<file path="src/rtl/dbgrd_pkg.sv">
package dbgrd_pkg;
  localparam int DATA_W = 32;
  localparam int IDX_W  = 16;

  typedef enum logic [1:0] {
    ST_IDLE = 2'd0,
    ST_CAP  = 2'd1,
    ST_SEL  = 2'd2,
    ST_LOAD = 2'd3
  } fetchSt_t;

  typedef struct packed {
    logic capIdx;
    logic selWord;
    logic loadVal;
  } dpStrobe_t;
endpackage

</file>
<file path="src/rtl/dbgrd_ctrl.sv">
module dbgrd_ctrl
  import dbgrd_pkg::*;
#(
  parameter int ADDR_W = 4
) (
  input  logic              clk,
  input  logic              rst,
  input  logic              wbCyc,
  input  logic              wbStb,
  input  logic              wbWe,
  input  logic [ADDR_W-1:0] wbAdr,
  input  logic [DATA_W-1:0] wbDatW,
  input  logic [3:0]        wbSel,
  output logic [DATA_W-1:0] wbDatR,
  output logic              wbAck,
  input  logic [DATA_W-1:0] valWord,
  input  logic              rangeOk,
  output logic [IDX_W-1:0]  idxField,
  output dpStrobe_t         strb
);
  localparam int OFF_W = ADDR_W - 2;
  localparam int RSV_W = DATA_W - IDX_W - 2;

  fetchSt_t          stQ;
  logic              ackQ;
  logic              errQ;
  logic [IDX_W-1:0]  idxQ;
  logic [DATA_W-1:0] datRQ;
  logic              accept;
  logic              isCtrl;
  logic              isVal;
  logic              busy;
  logic              ctrlWr;
  logic [DATA_W-1:0] ctrlRd;
  logic [OFF_W-1:0]  wordOff;

  assign accept  = wbCyc && wbStb && !ackQ;
  assign wordOff = wbAdr[ADDR_W-1:2];
  assign isCtrl  = (wordOff == OFF_W'(0));
  assign isVal   = (wordOff == OFF_W'(1));
  assign busy    = (stQ != ST_IDLE);
  assign ctrlWr  = accept && wbWe && isCtrl && !busy;
  assign ctrlRd  = {busy, errQ, {RSV_W{1'b0}}, idxQ};

  always_ff @(posedge clk) begin
    if (rst) begin
      ackQ  <= 1'b0;
      datRQ <= '0;
      errQ  <= 1'b0;
      idxQ  <= '0;
      stQ   <= ST_IDLE;
    end else begin
      ackQ <= accept;
      if (accept && !wbWe) begin
        if (isCtrl)     datRQ <= ctrlRd;
        else if (isVal) datRQ <= valWord;
        else            datRQ <= '0;
      end
      unique case (stQ)
        ST_IDLE: begin
          if (ctrlWr) begin
            idxQ <= wbDatW[IDX_W-1:0];
            if (wbDatW[DATA_W-1]) begin
              errQ <= 1'b0;
              stQ  <= ST_CAP;
            end
          end
        end
        ST_CAP:  stQ <= ST_SEL;
        ST_SEL:  stQ <= ST_LOAD;
        ST_LOAD: begin
          if (!rangeOk) errQ <= 1'b1;
          stQ <= ST_IDLE;
        end
        default: stQ <= ST_IDLE;
      endcase
    end
  end

  always_comb begin
    strb.capIdx  = (stQ == ST_CAP);
    strb.selWord = (stQ == ST_SEL);
    strb.loadVal = (stQ == ST_LOAD) && rangeOk;
  end

  assign wbDatR   = datRQ;
  assign wbAck    = ackQ;
  assign idxField = idxQ;

  // input assumptions checked at every accepted transfer
  AST_FULL_WORD: assert property (@(posedge clk) disable iff (rst)
    (accept && wbWe) |-> (wbSel == 4'hF));
  AST_ALIGNED: assert property (@(posedge clk) disable iff (rst)
    accept |-> (!$isunknown(wbAdr) && wbAdr[1:0] == 2'b00));
  AST_DATA_KNOWN: assert property (@(posedge clk) disable iff (rst)
    (accept && wbWe) |-> !$isunknown(wbDatW));

  AST_ACK_PULSE: assert property (@(posedge clk) disable iff (rst)
    wbAck |=> !wbAck);
  AST_ACK_FOLLOWS: assert property (@(posedge clk) disable iff (rst)
    (wbCyc && wbStb && !wbAck) |=> wbAck);
  AST_FETCH_LATENCY: assert property (@(posedge clk) disable iff (rst)
    $rose(busy) |-> ##2 busy ##1 !busy);
  AST_ERR_CLR_START: assert property (@(posedge clk) disable iff (rst)
    $rose(busy) |-> !errQ);
  AST_IDX_FROZEN: assert property (@(posedge clk) disable iff (rst)
    busy |=> $stable(idxQ));
endmodule

</file>
<file path="src/rtl/dbgrd_dpath.sv">
module dbgrd_dpath
  import dbgrd_pkg::*;
#(
  parameter int          NWORDS      = 8,
  parameter logic [31:0] VERSION_WORD = 32'h0003_0102,
  parameter logic [31:0] BUILD_WORD   = 32'h2406_1157
) (
  input  logic                       clk,
  input  logic                       rst,
  input  dpStrobe_t                  strb,
  input  logic [IDX_W-1:0]           idxField,
  input  logic [(NWORDS-2)*DATA_W-1:0] dbgIn,
  output logic [DATA_W-1:0]          valWord,
  output logic                       rangeOk
);
  localparam int SEL_W  = (NWORDS > 2) ? $clog2(NWORDS) : 1;
  localparam int BANK_N = 1 << SEL_W;

  logic [DATA_W-1:0] bank [BANK_N];
  logic [IDX_W-1:0]  idxQ;
  logic [DATA_W-1:0] selQ;
  logic              okQ;
  logic [DATA_W-1:0] valQ;
  logic              inRange;

  for (genvar k = 0; k < BANK_N; k++) begin : g_bank
    if (k == 0) begin : g_ver
      assign bank[k] = VERSION_WORD;
    end else if (k == 1) begin : g_bld
      assign bank[k] = BUILD_WORD;
    end else if (k < NWORDS) begin : g_dbg
      assign bank[k] = dbgIn[(k-2)*DATA_W +: DATA_W];
    end else begin : g_pad
      assign bank[k] = '0;
    end
  end

  assign inRange = (32'(idxQ) < NWORDS);

  always_ff @(posedge clk) begin
    if (rst) begin
      idxQ <= '0;
      selQ <= '0;
      okQ  <= 1'b0;
      valQ <= '0;
    end else begin
      if (strb.capIdx)  idxQ <= idxField;
      if (strb.selWord) begin
        okQ  <= inRange;
        selQ <= inRange ? bank[idxQ[SEL_W-1:0]] : '0;
      end
      if (strb.loadVal) valQ <= selQ;
    end
  end

  assign valWord = valQ;
  assign rangeOk = okQ;

  AST_VAL_HOLD_ON_ERR: assert property (@(posedge clk) disable iff (rst)
    !okQ |=> $stable(valQ));
  AST_VAL_ONLY_ON_LOAD: assert property (@(posedge clk) disable iff (rst)
    !strb.loadVal |=> $stable(valQ));
endmodule

</file>
<file path="src/rtl/dbg_reg_reader.sv">
module dbg_reg_reader
  import dbgrd_pkg::*;
#(
  parameter int          ADDR_W       = 4,
  parameter int          NWORDS       = 8,
  parameter logic [31:0] VERSION_WORD = 32'h0003_0102,
  parameter logic [31:0] BUILD_WORD   = 32'h2406_1157
) (
  input  logic                       clk,
  input  logic                       rst,
  input  logic                       wbCyc,
  input  logic                       wbStb,
  input  logic                       wbWe,
  input  logic [ADDR_W-1:0]          wbAdr,
  input  logic [31:0]                wbDatW,
  input  logic [3:0]                 wbSel,
  output logic [31:0]                wbDatR,
  output logic                       wbAck,
  input  logic [(NWORDS-2)*32-1:0]   dbgIn
);
  dpStrobe_t         strb;
  logic [IDX_W-1:0]  idxField;
  logic [DATA_W-1:0] valWord;
  logic              rangeOk;

  dbgrd_ctrl #(.ADDR_W(ADDR_W)) u_ctrl (
    .clk(clk), .rst(rst),
    .wbCyc(wbCyc), .wbStb(wbStb), .wbWe(wbWe), .wbAdr(wbAdr),
    .wbDatW(wbDatW), .wbSel(wbSel), .wbDatR(wbDatR), .wbAck(wbAck),
    .valWord(valWord), .rangeOk(rangeOk), .idxField(idxField), .strb(strb)
  );

  dbgrd_dpath #(
    .NWORDS(NWORDS), .VERSION_WORD(VERSION_WORD), .BUILD_WORD(BUILD_WORD)
  ) u_dpath (
    .clk(clk), .rst(rst), .strb(strb), .idxField(idxField),
    .dbgIn(dbgIn), .valWord(valWord), .rangeOk(rangeOk)
  );
endmodule

</file>
<file path="config.mk">
export PLATFORM = sky130hd
export DESIGN_NAME = dbg_reg_reader
export DESIGN_NICKNAME = d
export VERILOG_FILES = /design/src/rtl/dbgrd_pkg.sv /design/src/rtl/dbgrd_ctrl.sv /design/src/rtl/dbgrd_dpath.sv /design/src/rtl/dbg_reg_reader.sv
export SDC_FILE = /design/constraint.sdc
export NUM_CORES = 1
export LEC_CHECK = 0
export BUFFER_PORTS_ARGS = -buffer_cell sky130_fd_sc_hd__buf_2
export CAP_MARGIN = 20
export CORE_UTILIZATION = 52
export CTS_CLUSTER_DIAMETER = 120
export CTS_CLUSTER_SIZE = 10
export DETAILED_ROUTE_END_ITERATION = 6
export PLACE_DENSITY = 0.86
export SYNTH_ARGS = -nofsm -noshare
export SYNTH_HDL_FRONTEND = slang
export SYNTH_SLANG_ARGS = --single-unit
</file>
<file path="constraint.sdc">
create_clock -name clk -period 5.1 [get_ports clk]
set_input_delay 1.53 -clock clk [delete_from_list [all_inputs] [get_ports clk]]
set_output_delay 1.53 -clock clk [all_outputs]
set_load 0.1 [all_outputs]
</file>
# Word-level counts from Yosys, hierarchy flattened
# Cells that the tools add are included.
dict set report op_classes {
  muxes 13
  reduce_logical 17
  bitwise_logic 1
  n_eq_ne 7
  order_cmp 2
}
# operator n
set op_table {}
lappend op_table {{$mux W32} 5}
lappend op_table {{$bmux W32 S3} 1}
lappend op_table {{$lt A16 B4 Y1 const B} 1}
lappend op_table {{$pmux W2 S4} 1}
lappend op_table {{$logic_and A1 B1 Y1} 7}
lappend op_table {{$eq A2 B1 Y1 const B} 2}
lappend op_table {{$eq A2 B2 Y1 const B} 2}
lappend op_table {{$ge A4 B4 Y1 const B} 1}
lappend op_table {{$logic_not A2 Y1} 2}
lappend op_table {{$mux W2} 2}
lappend op_table {{$ne A2 B2 Y1 const B} 2}
lappend op_table {{$not A3 Y4} 1}
lappend op_table {{$reduce_and A2 Y1} 2}
lappend op_table {{$reduce_and A4 Y1} 1}
lappend op_table {{$reduce_bool A2 Y1} 2}
lappend op_table {{$logic_not A1 Y1} 3}
lappend op_table {{$mux W1} 3}
lappend op_table {{$ne A2 B1 Y1 const B} 1}
lappend op_table {{$pmux W1 S2} 1}
dict set report totals {
  ff_bits 133
  word_cells 49
  inputBits 237
  output_inout_bits 33
}

# Logic depth before layout (Yosys ltp)
dict set report depth {
  word_depth 7
  depth_mapped 8
  ltp_nobuf 6
}

# Hierarchy
# A second synthesis with hierarchy kept.
dict set report hier_totals {
  hier_cells 677
  hier_area_um2 6627.6
}
# mod area_per_inst_um2 instances cells_per_inst seq_area_each_um2
set modules_own_cells {}
lappend modules_own_cells {dbgrd_dpath 4297.9 1 409 1621.6}
lappend modules_own_cells {dbgrd_ctrl 2329.7 1 268 1041.0}

# Worst setup path before layout
# No wires, ideal clock.
dict set report synth_timing {
  kind {in2reg}
  from {input wbStb}
  to {register u_ctrl.idxQ[10], in the netlist u_ctrl.idxField[10]}
  path_slack_ns 2.551
  cell_stages 5
  setup_ns 0.128
  n_path_buf 1
  t_required_ns 4.972
  arrival_ns 2.422
  cell_sequence {and3b_1 -> nand3_2 -> buf_2 -> mux2i_1 -> nor2_1}
}
dict set report synth_via {
  elab_chain_len 6
}
# element line
set synth_rtl {}
lappend synth_rtl {{start, declared} dbg_reg_reader.sv:12} ;# input logic wbStb,
lappend synth_rtl {{$logic_and A1 B1 Y1 (2 in a row)} dbgrd_ctrl.sv:37} ;# assign accept = wbCyc && wbStb && !ackQ;
lappend synth_rtl {{$logic_and A1 B1 Y1 (3 in a row)} dbgrd_ctrl.sv:42} ;# assign ctrlWr = accept && wbWe && isCtrl && !busy;
lappend synth_rtl {{$reduce_and A2 Y1 (no source line)} -}
lappend synth_rtl {{end signal, assigned} dbgrd_ctrl.sv:62} ;# idxQ <= wbDatW[IDX_W-1:0];
lappend synth_rtl {{end, declared} dbgrd_ctrl.sv:27} ;# logic [IDX_W-1:0] idxQ;
# No other way between the ends.
# A chain may end at the register's enable or synchronous reset.

# Worst setup path in the final report
dict set report layout_timing {
  from {input wbAdr[2]}
  to {register u_ctrl.datRQ[25], in the netlist u_ctrl.wbDatR[25]}
}
dict set report layout_via {
  elab_chain_len 3
  word_cells_on_any_way 4
  cone_classes {eq/ne (1); mux (2); reduce/logical (1)}
}
# element line
set layout_rtl {}
lappend layout_rtl {{start, declared} dbg_reg_reader.sv:14} ;# input logic [ADDR_W-1:0] wbAdr,
lappend layout_rtl {{$eq A2 B1 Y1} dbgrd_ctrl.sv:40} ;# assign isVal = (wordOff == OFF_W'(1));
lappend layout_rtl {{$mux W32} dbgrd_ctrl.sv:56} ;# else if (isVal) datRQ <= valWord;
lappend layout_rtl {{$mux W32 (*)} dbgrd_ctrl.sv:55} ;# if (isCtrl) datRQ <= ctrlRd;
lappend layout_rtl {{end signal, assigned} dbgrd_ctrl.sv:55}
lappend layout_rtl {{end signal, assigned} dbgrd_ctrl.sv:56}
lappend layout_rtl {{end, declared} dbgrd_ctrl.sv:28} ;# logic [DATA_W-1:0] datRQ;
# Every way passes the cells marked *; elsewhere a longest branch is shown, timed or not.

==> results.yml <==
routing:
  first_pass_iters: 5
  wire_per_inst_um: 17.9
  drtAntennaViolNets: 0
  drt-initial-drc-count: 584
  vias: 6170
  viasPerCell: 5.74
  wl_mm: 19.2
  remaining_drc_errors: 0
setup_path:
  worstPathCellList: "buf_2 > nor2b_1 > nand3_1 > a21oi_1"
  path_class: "primary input to flip-flop"
  r2r_slack_ns: 2.63
  start_kind: "primary input"
  worstPathArrival_ns: 3.34
  cpPeakStageDelay_ns: 0.88
  crit_family: "simple AND/OR/NAND/NOR gates"
  cp-end-kind: "flip-flop"
  cp_max_fo: 21
  cp_slowest_cell: "nor2b_1"
  crit_required_ns: 5.44
  crit_buf_inv: 1
power_and_ir_drop:
  comb_power_share: 0.123
  power_density_nw_per_um2: 318
  leakage_nw: 3.44
  pwr-share-clk: 0.476
  p_seq_frac: 0.401
  switching_share: 0.241
  switchingPower_w: 0.000640
  power.internal_w: 0.00202
  irDropWorstVdd_v: 0.000330
clock_tree:
  clkLatencyLatePin_ns: 0.42
  cts-resized-gates: 0
  cts_root_buf: "clkbuf_16"
  clock-sinks: 133
  clk_pin_slew_ns: 0.06
  postCtsSetupRepairBufs: 0
  cts_tree: "built"
  holdBufCountCts: 0
  cts-buffers-inserted: 17
  htreeDepth: 4
  max-clock-path-buffers: 2
outcome:
  outcome: "finished clean"
final_layout:
  final_util: 0.691
  nNetsFinal: 1135
  drive_gt1_frac: 0.373
  area_growth_pct: 28.6
worst_hold_path:
  min_path_type: "flip-flop to flip-flop"
floorplanning:
  start_util: 0.538
  die_y_um: 114
  core_um2: 12100
  ios: 270
  die_x_um: 114
  rows: 40
  dieArea_um2: 13000
timing:
  fmax_mhz: 333
  grt_setup_unrepaired: "false"
  tightest_slew_ns: 1.10
  setup_viol: 0
  maxSlewHeadroom: 0.267
  period_needed_ns: 3.00
  clock_skew_ns: 0.00630
  maxSlewViolCount: 0
  finalCritPeriodShare: 0.589
  setup_tns_ns: 0
  finalHoldViolCount: 0
synthesis:
  async_reset_ff_frac: 0
  netlist_area_um2: 6510
  synth_area_per_cell_um2: 9.56
  syn_nets: 923
  synth_ff_type: "dfxtp_1"
  yosysSeqAreaShare: 0.409
  ys_warn_count: 0
  synth-seq-cells: 133
  syn_inst: 681
  ys_types: 42
  synth_edf_count: 0
run:
  drv_cap: 0
placement:
  dp_hpwl_mm: 13.4
  port-buffer-count: 248
  place_congestion: 0.847
global_route:
  grt_start_max_net_pins: 93
  grt_usage: 0.294
  grt_pass1_wl_mm: 29.1
  grt-ovfl-total: 0
  antenna_found_initial: 1
  grt_pass1_vias: 5809
stage by stage:
| step | cell area (um^2) | setup slack [ns] | std cells | power [W] | hold WS, ns |
|---|---|---|---|---|---|
| after floorplan | 6510 | 2.55 | 681 | 0.00128 | 0.432 |
| after global placement | 7700 | 1.78 | 1040 | 0.00140 | 0.438 |
| after detailed placement | 7700 | 1.75 | 1040 | 0.00141 | 0.442 |
| after CTS | 8310 | 2.11 | 1071 | 0.00266 | 0.448 |
| after global routing | 8370 | 2.00 | 1074 | 0.00274 | 0.466 |
| final | 8370 | 2.10 | 1075 | 0.00266 | 0.449 |
per-layer routing:
layer	up-vias	routed length, um	track usage
met4	0	701	0.147
li1	2873	-	-
met5	-	0	0
met3	60	1250	0.0553
met2	321	9540	0.496
met1	2916	7730	0.362
worst min-delay path, stage by stage (launching register included):
cell     delay [ns]
dfxtp_1        0.30
nand2_1        0.05
a21oi_1        0.05
path summary, 6_finish.rpt:
| check | cells past startpoint | to | from |
|---|---|---|---|
| setup / recovery | 4 | u_ctrl.wbDatR[25]$_SDFFE_PP0P_ | wbAdr[2] |
| setup reg to reg | 5 | u_dpath.selQ[15]$_SDFFE_PP0P_ | u_dpath.idxQ[0]$_SDFFE_PP0N_ |
| hold reg to reg | 2 | u_ctrl.wbDatR[16]$_SDFFE_PP0P_ | u_ctrl.wbDatR[16]$_SDFFE_PP0P_ |
| hold / removal | 2 | u_ctrl.wbDatR[16]$_SDFFE_PP0P_ | u_ctrl.wbDatR[16]$_SDFFE_PP0P_ |
Yosys cell counts, types with 3 or more instances:
| cell type | count | area (um^2) |
|---|---|---|
| dfxtp_1 | 133 | 2660 |
| nand2_1 | 85 | 319 |
| nor2_1 | 75 | 282 |
| a21oi_1 | 71 | 355 |
| mux2i_1 | 70 | 701 |
| clkbuf_1 | 36 | 135 |
| mux4_2 | 32 | 721 |
| o2bb2ai_1 | 20 | 175 |
| nor3_1 | 18 | 90.1 |
| buf_2 | 15 | 75.1 |
| inv_1 | 15 | 56.3 |
| nand3_1 | 14 | 70.1 |
| a22oi_2 | 13 | 163 |
| o32ai_1 | 9 | 78.8 |
| a21boi_0 | 8 | 60.1 |
| a21o_1 | 8 | 60.1 |
| o211ai_1 | 8 | 60.1 |
| a22oi_1 | 7 | 52.6 |
| buf_4 | 5 | 37.5 |
| ha_1 | 5 | 62.6 |
| a211oi_1 | 3 | 22.5 |
| buf_1 | 3 | 11.3 |
| mux2_2 | 3 | 33.8 |
| o221ai_1 | 3 | 26.3 |
cell families after synthesis:
| group | synth area share |
|---|---|
| simple gates | 0.137 |
| flops | 0.409 |
| buf+inv | 0.0580 |
| compound gates | 0.163 |
| fa+ha+maj | 0.00961 |
| mux | 0.224 |
power by group through the flow:
stage                     clock, W  combinational, W  sequential (W)
after CTS                  0.00127          0.000327         0.00107
after detailed placement         0          0.000320         0.00109
after global routing       0.00131          0.000355         0.00107
after floorplan                  0          0.000197         0.00109
after global placement           0          0.000313         0.00109
final                      0.00127          0.000329         0.00107
state kept, by name, summed over array words and instances (netlist names):
| name | count |
|---|---|
| u_ctrl.errQ | 1 |
| u_ctrl.idxField | 16 |
| u_ctrl.stQ | 2 |
| u_ctrl.wbAck | 1 |
| u_ctrl.wbDatR | 32 |
| u_dpath.idxQ | 16 |
| u_dpath.rangeOk | 1 |
| u_dpath.selQ | 32 |
| u_dpath.valWord | 32 |
area by class of cell:
class	instances	area, um^2
Antenna cell	2	5.00
Clock buffer	19	433
Clock inverter	12	181
Fill cell	922	3740
Inverter	15	56.3
Multi-Input combinational cell	470	3470
Sequential cell	133	2670
Tap cell	168	210
Timing Repair Buffer	256	1340
placed cells by master, fill, tap and decap left out, drive strengths merged, types with 8 or more instances in the layout:
master,count
o2bb2ai,20
mux4,32
nor3,18
a21boi,8
nand2,85
clkbuf,19
o32ai,9
buf,256
nor2,75
o211ai,8
inv,15
mux2i,70
a22oi,20
a21oi,71
dfxtp,133
nand3,15
a21o,8
Note: power is estimated with default switching activity, not from simulation.
